[config.mk]
export PLATFORM = sky130hd
export DESIGN_NAME = evr_matrix
export DESIGN_NICKNAME = d
export VERILOG_FILES = /design/src/rtl/evr_pkg.sv /design/src/rtl/evr_edge_det.sv /design/src/rtl/evr_channel.sv /design/src/rtl/evr_user.sv /design/src/rtl/evr_fault_latch.sv /design/src/rtl/evr_matrix.sv
export SDC_FILE = /design/constraint.sdc
export NUM_CORES = 1
export LEC_CHECK = 0
export BUFFER_PORTS_ARGS = -buffer_cell sky130_fd_sc_hd__buf_2
export CAP_MARGIN = 10
export CORE_ASPECT_RATIO = 0.5
export CORE_MARGIN = 2
export CORE_UTILIZATION = 46
export CTS_CLUSTER_DIAMETER = 150
export CTS_CLUSTER_SIZE = 28
export DETAILED_ROUTE_END_ITERATION = 8
export PLACE_DENSITY = 0.85
export SLEW_MARGIN = 20
export SYNTH_ARGS = -nofsm -noshare
export SYNTH_HDL_FRONTEND = slang
export SYNTH_SLANG_ARGS = --single-unit
[constraint.sdc]
create_clock -name clk -period 1.7 [get_ports clk]
set_input_delay 0.425 -clock clk [delete_from_list [all_inputs] [get_ports clk]]
set_output_delay 0.425 -clock clk [all_outputs]
set_load 0.1 [all_outputs]
[src/rtl/evr_pkg.sv]
package evr_pkg;
   // Default field widths of the configuration inputs
   localparam int SRC_SEL_W_DEF = 8;
   localparam int USR_SEL_W_DEF = 4;

   // True when a select value names an existing entry (1-based, 0 = off)
   function automatic logic code_in_range(input int unsigned code, input int unsigned count);
      return (code != 0) && (code <= count);
   endfunction
endpackage

[src/rtl/evr_edge_det.sv]
module evr_edge_det #(
   parameter int W = 4
) (
   input  logic         clk,
   input  logic         rst_n,
   input  logic [W-1:0] level,
   output logic [W-1:0] pulse
);
   logic [W-1:0] lvl_q;
   logic         primed;

   initial assert (W >= 1) else $error("evr_edge_det: W must be at least 1");

   always_ff @(posedge clk or negedge rst_n) begin
      if (!rst_n) begin
         lvl_q  <= '0;
         primed <= 1'b0;
      end else begin
         lvl_q  <= level;
         primed <= 1'b1;
      end
   end

   // The first cycle after reset only loads the history, so no false change appears
   assign pulse = primed ? (level ^ lvl_q) : '0;

   // each sampled change of a level, and only a change, gives a pulse
   a_r3_change_pulse: assert property (@(posedge clk) disable iff (!rst_n)
      primed |-> (pulse == (level ^ $past(level))));
endmodule

[src/rtl/evr_channel.sv]
module evr_channel #(
   parameter int N_SRC = 12,
   parameter int SEL_W = 8
) (
   input  logic             clk,
   input  logic             rst_n,
   input  logic [N_SRC-1:0] src_vec,
   input  logic [SEL_W-1:0] sel,
   input  logic             sw,
   output logic             chan_q
);
   import evr_pkg::*;

   logic hit;

   initial assert (N_SRC < (1 << SEL_W))
      else $error("evr_channel: source codes do not fit in SEL_W bits");

   always_comb begin
      hit = 1'b0;
      for (int i = 0; i < N_SRC; i++) begin
         if (sel == SEL_W'(i + 1)) hit = src_vec[i];
      end
   end

   always_ff @(posedge clk or negedge rst_n) begin
      if (!rst_n) chan_q <= 1'b0;
      else        chan_q <= hit | sw;
   end

   // a software strobe always loads an event into the channel
   a_r6_sw_loads: assert property (@(posedge clk) disable iff (!rst_n)
      sw |=> chan_q);

   // an off or out-of-range code passes nothing but the software strobe
   a_r4_off_quiet: assert property (@(posedge clk) disable iff (!rst_n)
      (!sw && !code_in_range(int'(sel), N_SRC)) |=> !chan_q);
endmodule

[src/rtl/evr_user.sv]
module evr_user #(
   parameter int N_CH  = 8,
   parameter int SEL_W = 4
) (
   input  logic             clk,
   input  logic             rst_n,
   input  logic [N_CH-1:0]  chan_vec,
   input  logic [SEL_W-1:0] sel,
   output logic             hit,
   output logic             act_q
);
   import evr_pkg::*;

   initial assert (N_CH < (1 << SEL_W))
      else $error("evr_user: channel numbers do not fit in SEL_W bits");

   always_comb begin
      hit = 1'b0;
      for (int k = 0; k < N_CH; k++) begin
         if (sel == SEL_W'(k + 1)) hit = chan_vec[k];
      end
   end

   always_ff @(posedge clk or negedge rst_n) begin
      if (!rst_n) act_q <= 1'b0;
      else        act_q <= hit;
   end

   // a disconnected user never strobes
   a_r5_user_off: assert property (@(posedge clk) disable iff (!rst_n)
      !code_in_range(int'(sel), N_CH) |=> !act_q);
endmodule

[src/rtl/evr_fault_latch.sv]
module evr_fault_latch #(
   parameter int               N_PWM = 4,
   parameter logic [N_PWM-1:0] SAFE  = '0
) (
   input  logic             clk,
   input  logic             rst_n,
   input  logic             set,
   input  logic             clr,
   input  logic [N_PWM-1:0] pwm_in,
   output logic [N_PWM-1:0] pwm_out,
   output logic             active
);
   initial assert (N_PWM >= 1) else $error("evr_fault_latch: N_PWM must be at least 1");

   always_ff @(posedge clk or negedge rst_n) begin
      if (!rst_n)   active <= 1'b0;
      else if (set) active <= 1'b1;
      else if (clr) active <= 1'b0;
   end

   assign pwm_out = active ? SAFE : pwm_in;

   // the latch holds without a clear
   a_r8_sticky: assert property (@(posedge clk) disable iff (!rst_n)
      (active && !clr) |=> active);

   // a new fault wins over a simultaneous clear
   a_r8_set_wins: assert property (@(posedge clk) disable iff (!rst_n)
      (set && clr) |=> active);
endmodule

[src/rtl/evr_matrix.sv]
module evr_matrix #(
   parameter int               N_CH       = 8,
   parameter int               N_PULSE    = 8,
   parameter int               N_LEVEL    = 4,
   parameter int               N_USER     = 8,
   parameter int               N_PWM      = 4,
   parameter int               SRC_SEL_W  = evr_pkg::SRC_SEL_W_DEF,
   parameter int               USR_SEL_W  = evr_pkg::USR_SEL_W_DEF,
   parameter int               FAULT_USER = N_USER - 1,
   parameter logic [N_PWM-1:0] PWM_SAFE   = '0
) (
   input  logic                        clk,
   input  logic                        rst_n,
   input  logic [N_PULSE-1:0]          pulse_src,
   input  logic [N_LEVEL-1:0]          level_src,
   input  logic [N_CH*SRC_SEL_W-1:0]   chan_src_sel,
   input  logic [N_CH-1:0]             sw_strobe,
   input  logic [N_USER*USR_SEL_W-1:0] user_chan_sel,
   input  logic                        fault_clear,
   input  logic [N_PWM-1:0]            pwm_in,
   output logic [N_USER-1:0]           user_act,
   output logic [N_PWM-1:0]            pwm_out,
   output logic                        fault_active
);
   localparam int N_SRC = N_PULSE + N_LEVEL;

   initial begin
      assert (N_CH >= 1 && N_USER >= 1 && N_PULSE >= 1 && N_LEVEL >= 1)
         else $error("evr_matrix: every count must be at least 1");
      assert (FAULT_USER >= 0 && FAULT_USER < N_USER)
         else $error("evr_matrix: FAULT_USER out of range");
   end

   logic [N_LEVEL-1:0] level_evt;
   logic [N_SRC-1:0]   src_all;
   logic [N_CH-1:0]    chan_q;
   logic [N_USER-1:0]  user_hit;

   evr_edge_det #(.W(N_LEVEL)) i_edge (
      .clk   (clk),
      .rst_n (rst_n),
      .level (level_src),
      .pulse (level_evt)
   );

   // Source code c selects src_all[c-1]: pulse sources first, then level changes
   assign src_all = {level_evt, pulse_src};

   for (genvar k = 0; k < N_CH; k++) begin : g_chan
      evr_channel #(.N_SRC(N_SRC), .SEL_W(SRC_SEL_W)) i_chan (
         .clk     (clk),
         .rst_n   (rst_n),
         .src_vec (src_all),
         .sel     (chan_src_sel[k*SRC_SEL_W +: SRC_SEL_W]),
         .sw      (sw_strobe[k]),
         .chan_q  (chan_q[k])
      );
   end

   for (genvar u = 0; u < N_USER; u++) begin : g_user
      evr_user #(.N_CH(N_CH), .SEL_W(USR_SEL_W)) i_user (
         .clk      (clk),
         .rst_n    (rst_n),
         .chan_vec (chan_q),
         .sel      (user_chan_sel[u*USR_SEL_W +: USR_SEL_W]),
         .hit      (user_hit[u]),
         .act_q    (user_act[u])
      );
   end

   evr_fault_latch #(.N_PWM(N_PWM), .SAFE(PWM_SAFE)) i_fault (
      .clk     (clk),
      .rst_n   (rst_n),
      .set     (user_hit[FAULT_USER]),
      .clr     (fault_clear),
      .pwm_in  (pwm_in),
      .pwm_out (pwm_out),
      .active  (fault_active)
   );

   // a strobe on the fault user always comes with the latch set
   a_r8_fault_follows: assert property (@(posedge clk) disable iff (!rst_n)
      user_act[FAULT_USER] |-> fault_active);

   // the safe level is on the pins whenever the latch is set
   a_r8_safe_pins: assert property (@(posedge clk) disable iff (!rst_n)
      fault_active |-> (pwm_out == PWM_SAFE));
endmodule

### Word level (Yosys, flattened, before mapping)

Cells that the tools add are included.

* eq/ne operators: 160
* muxes and demuxes: 164
* bitwise operators: 9
* reduce and logical (&&, ||, !) cells: 1

Operators with widths (number)
* $eq A8 B4 Y1 const B: 40
* $eq A8 B3 Y1 const B: 32
* $mux W1: 162
* $eq A4 B3 Y1 const B: 32
* $eq A8 B2 Y1 const B: 16
* $eq A4 B2 Y1 const B: 16
* $eq A8 B1 Y1 const B: 8
* $eq A4 B1 Y1 const B: 8
* $eq A4 B4 Y1 const B: 8
* $mux W4: 2
* $or A1 B1 Y1: 8
* $xor A4 B4 Y4: 1
* $reduce_bool A2 Y1: 1

* bits in registers: 22
* bits of input ports: 123
* output and inout port bits: 13
* logic and storage cells: 353

### Logic depth before layout (Yosys ltp)

* depth after elaboration: 14
* depth in mapped cells: 6
* depth with buffers taken out: 4

### Hierarchy

Synthesis repeated with hierarchy kept, for this count alone.

* cell total of the unflattened synthesis: 245
* area total of the unflattened synthesis: 2522.4 um^2

By module, submodules not included
* evr_channel: times used 8, cells an instance 16, area each 167.7 um^2, sequential area each 25.0 um^2
* evr_user: times used 8, cells an instance 12, area each 116.4 um^2, sequential area each 25.0 um^2
* evr_edge_det: times used 1, cells an instance 14, area each 188.9 um^2, sequential area each 125.1 um^2
* evr_fault_latch: times used 1, cells an instance 7, area each 61.3 um^2, sequential area each 25.0 um^2

### Least setup slack after synthesis

Ideal clock, no wire load.

* path kind: register -> output
* start: reg i_fault.active
* end: out pwm_out[0]
* arrival time: 2.258 ns
* data required time: 1.275 ns
* path slack: -0.983 ns
* stages on the path, launching flop included: 2
* path buffers: 0
* cell sequence: dfrtp_1 -> nor2b_1

* word-level cells in the longest chain between the ends: 1

Ends and longest elaborated chain
* from (decl): RTL line evr_fault_latch.sv:11 `output logic active`
* from (signal assigned): RTL line evr_fault_latch.sv:16 `if (!rst_n) active <= 1'b0;`
* from (signal assigned): RTL line evr_fault_latch.sv:17 `else if (set) active <= 1'b1;`
* from (signal assigned): RTL line evr_fault_latch.sv:18 `else if (clr) active <= 1'b0;`
* $mux W4: RTL line evr_fault_latch.sv:21 `assign pwm_out = active ? SAFE : pwm_in;`
* to (decl): RTL line evr_matrix.sv:22 `output logic [N_PWM-1:0] pwm_out,`

Every way passes these cells.

### Worst setup path after layout

* start: reg i_edge.lvl_q[0]
* end: reg g_chan[0].i_chan.chan_q

* word-level cells in the longest chain between the ends: 7

Ends and longest elaborated chain
* from (decl): RTL line evr_edge_det.sv:9 `logic [W-1:0] lvl_q;`
* from (signal assigned): RTL line evr_edge_det.sv:19 `lvl_q <= level;`
* $xor A4 B4 Y4: RTL line evr_edge_det.sv:25 `assign pulse = primed ? (level ^ lvl_q) : '0;`
* $mux W4: RTL line evr_edge_det.sv:25
* $mux W1 (4 in series): RTL line evr_channel.sv:22 `if (sel == SEL_W'(i + 1)) hit = src_vec[i];`
* $or A1 B1 Y1: RTL line evr_channel.sv:28 `else chan_q <= hit | sw;`
* to (signal assigned): RTL line evr_channel.sv:28
* to (decl): RTL line evr_channel.sv:10 `output logic chan_q`

Every way passes these cells.
A chain may end at the register's enable or synchronous reset.

==> impl_metrics.env <==
export IMPL_status="finished clean"
export IMPL_startpoint_type="flop"
export IMPL_synth_main_ff_cell="dfrtp_1"
export IMPL_clk_pin_slew_ns=0.10
export IMPL_overflow=0
export IMPL_clock_power_share=0.252
export IMPL_antenna_left=0
export IMPL_cp_slowest_cell="xnor2_1"
export IMPL_r2r_cells=4
export IMPL_synth_top_family_by_area="simple AND/OR/NAND/NOR gates"
export IMPL_path_max_fanout=5
export IMPL_syn_to_final_growth_pct=36.4
export IMPL_grt_pass1_vias=2760
export IMPL_crit_chain="xnor2_1 -> o221a_2 -> o32a_1 -> o221ai_1"
export IMPL_seq_power_share=0.294
export IMPL_grt_max_degree=23
export IMPL_yosys_area_top_type="dfrtp_1"
export IMPL_synth_top_area_frac=0.218
export IMPL_synth_fa_ha_area_frac=0
export IMPL_worst_endpoint_required_ns=1.84
export IMPL_final_setup_tns_ns=0
export IMPL_hold_worst_slack_ns=0.126
export IMPL_grt_pass1_wl_microns=12700
export IMPL_die_x_microns=109
export IMPL_via_per_inst=6.01
export IMPL_drv_cap=0
export IMPL_clock_skew_ns=0.00575
export IMPL_yosys_area_share_simple=0.234
export IMPL_clock_sinks=22
export IMPL_htreeDepth=1
export IMPL_r2r_end="g_chan[0].i_chan.chan_q"
export IMPL_hold_violations=0
export IMPL_vias=2871
export IMPL_hpwlAfterDp_microns=6500
export IMPL_max_freq_mhz=623
export IMPL_ys_types=50
export IMPL_std_cell_rows=18
export IMPL_seq_area_frac_synth=0.218
export IMPL_p_per_area_nw_per_um2=603
export IMPL_numCtsBuffers=3
export IMPL_antenna_cells=0
export IMPL_switching_share=0.392
export IMPL_comb_power_share=0.454
export IMPL_async_flop_share=1.00
export IMPL_first_pass_iters=5
export IMPL_irDropWorstVdd_v=0.000351
export IMPL_synthCells=271
export IMPL_reg2reg_slack_ns=0.1
export IMPL_synth_edff_count=0
export IMPL_worst_pin_slew_ns=0.565
export IMPL_grt_total_usage=0.262
export IMPL_wl_per_cell_microns=17.0
export IMPL_multi_input_area_sq_um=1820
export IMPL_avgSynthCellArea_sq_um=9.30
export IMPL_fin_nets=532
export IMPL_synth_area_leaders="dfrtp_1, mux4_2, mux2i_1, o21ai_0, nand2_1"
export IMPL_leakagePower_nw=1.56
export IMPL_pin_count=136
export IMPL_clk_latency_ns=0.27
export IMPL_port_buffers=135
export IMPL_synth_mux_area_frac=0.234
export IMPL_p_sw_w=0.000813
export IMPL_dieArea_sq_um=6120
export IMPL_slew_headroom=0.620
export IMPL_synth_compound_area_frac=0.225
export IMPL_cts_tree="built"
export IMPL_syn_area_sq_um=2520
export IMPL_hp_class="in2async"
export IMPL_drc_errors=0
export IMPL_crit_path_end_kind="flop"
export IMPL_initial_core_util=0.495
export IMPL_p_int_w=0.00126
export IMPL_ctsHoldBuffers=0
export IMPL_drtIter0Drc=188
export IMPL_nFillCells=424
export IMPL_critPathKind="reg2reg"
export IMPL_clock_path_buffers=2
export IMPL_setup_viol=0
export IMPL_rsz0062_at_grt="no"
export IMPL_drive_gt1_frac=0.463
export IMPL_wirelength_microns=8140
export IMPL_period_minus_slack_ns=1.60
export IMPL_dpl_cell_area_sq_um=3360
export IMPL_synth_warnings=0
export IMPL_core_area_sq_um=5090
export IMPL_gp_congestion=0.910
export IMPL_r2r_start="i_edge.lvl_q[0]"
export IMPL_syn_nets=394
export IMPL_final_cell_area_sq_um=3440
export IMPL_timing_final_crit_share=0.944
export IMPL_antenna_found_initial=0
export IMPL_arrival_ns=1.75
export IMPL_ctsRootBufferMaster="clkbuf_8"
export IMPL_seqCellArea_sq_um=552
export IMPL_ys_ff_latch=22
export IMPL_synth_xor_area_frac=0.0174
export IMPL_maxSlewViolCount=0
export IMPL_die_h_microns=56.4
export IMPL_critPathMaxStageDelay_ns=0.49
[per-layer routing]
metal	up-vias	track usage	share of wire
met4	0	0.0604	0.013
met1	1377	0.326	0.41
met2	130	0.471	0.51
met5	-	0	0
met3	13	0.0488	0.074
li1	1351	-	-
[cell usage in the layout, fill, tap and decap left out, types with 6 or more instances in the layout]
master / instances
mux2_2: 7
buf_2: 130
nand2b_1: 10
nor2b_1: 8
buf_4: 15
nand2_1: 22
mux4_2: 16
dfrtp_1: 21
nor4_1: 8
o31ai_1: 9
o211ai_1: 8
o21ai_0: 18
inv_1: 14
nand3b_1: 10
a31oi_1: 6
mux2i_1: 15
o221ai_1: 6
nor3_1: 7
[registers in the layout (all words and copies together), names as in the netlist]
register	count
i_fault.active	1
g_chan.i_chan.chan_q	8
i_edge.primed	1
g_user.i_user.act_q	8
i_edge.lvl_q	4
[what timing repair did]
| item | CTS | global route |
|---|---|---|
| buffers inserted | 0 | 0 |
| endpoints found under the setup margin | 0 | 1 |
| gates resized for setup | 0 | 1 |
| endpoints found under the hold margin | 0 | 0 |
[power by group through the flow]
stage          combinational (W)  clock, W  sequential (W)
2_1_floorplan           0.000568         0        0.000628
3_3_place_gp            0.000908         0        0.000619
3_5_place_dp            0.000933         0        0.000621
4_1_cts                 0.000936  0.000522        0.000611
5_1_grt                  0.00100  0.000555        0.000617
6_report                0.000942  0.000522        0.000611
[kinds of logic after synthesis]
kind of cell | Yosys count
other | 1
multiplexers | 38
flip-flops | 22
XOR/XNOR | 5
AND/OR/NAND/NOR | 95
AO/OA/AOI/OAI | 79
buffers and inverters | 31
[Yosys cell counts, types with 5 or more instances]
| master | count |
|---|---|
| a31oi_1 | 6 |
| buf_4 | 8 |
| clkbuf_1 | 5 |
| dfrtp_1 | 22 |
| inv_1 | 14 |
| mux2_2 | 7 |
| mux2i_1 | 15 |
| mux4_2 | 16 |
| nand2_1 | 22 |
| nand2b_1 | 10 |
| nand3b_1 | 10 |
| nor2b_1 | 12 |
| nor3_1 | 7 |
| nor4_1 | 8 |
| o211ai_1 | 8 |
| o21ai_0 | 18 |
| o221ai_1 | 6 |
| o31ai_1 | 9 |
[critical path, delay by kind of cell, from the launching register on]
| family | cells | cell delay [ns] |
|---|---|---|
| xor gates and xnor gates | 1 | 0.49 |
| AOI/OAI and AO/OA | 3 | 0.57 |
| DFF | 1 | 0.42 |
[final cells by class]
type,instances,share of cell area
Timing Repair Buffer,150,0.247
Inverter,14,0.0153
Multi-Input combinational cell,218,0.531
Clock buffer,3,0.0120
Sequential cell,22,0.160
Tap cell,70,0.0255
Clock inverter,1,0.00873
[stage by stage]
| stage | total power [W] | instances | setup WS (ns) | utilization |
|---|---|---|---|---|
| 3_3_place_gp | 0.00153 | 474 | -0.0156 | 0.661 |
| 6_report | 0.00207 | 478 | 0.0950 | 0.676 |
| 2_1_floorplan | 0.00120 | 271 | 0.0381 | - |
| 4_1_cts | 0.00207 | 478 | 0.0117 | 0.675 |
| 5_1_grt | 0.00218 | 478 | 0.0467 | 0.676 |
| 3_5_place_dp | 0.00155 | 474 | -0.0427 | 0.661 |
[how the worst max path moves through the flow]
stage	startpoint	to	slack (ns)	cells past startpoint
after floorplan	i_fault.active	pwm_out[0]	0.04	1
after global placement	chan_src_sel[8]	g_chan[1].i_chan.chan_q	-0.02	5
after detailed placement	chan_src_sel[8]	g_chan[1].i_chan.chan_q	-0.04	5
after CTS	i_fault.active	fault_active	0.01	1
after global routing	i_edge.lvl_q[0]	g_chan[0].i_chan.chan_q	0.05	4
final	i_edge.lvl_q[0]	g_chan[0].i_chan.chan_q	0.1	4
Power figures use the tool's default switching activity.
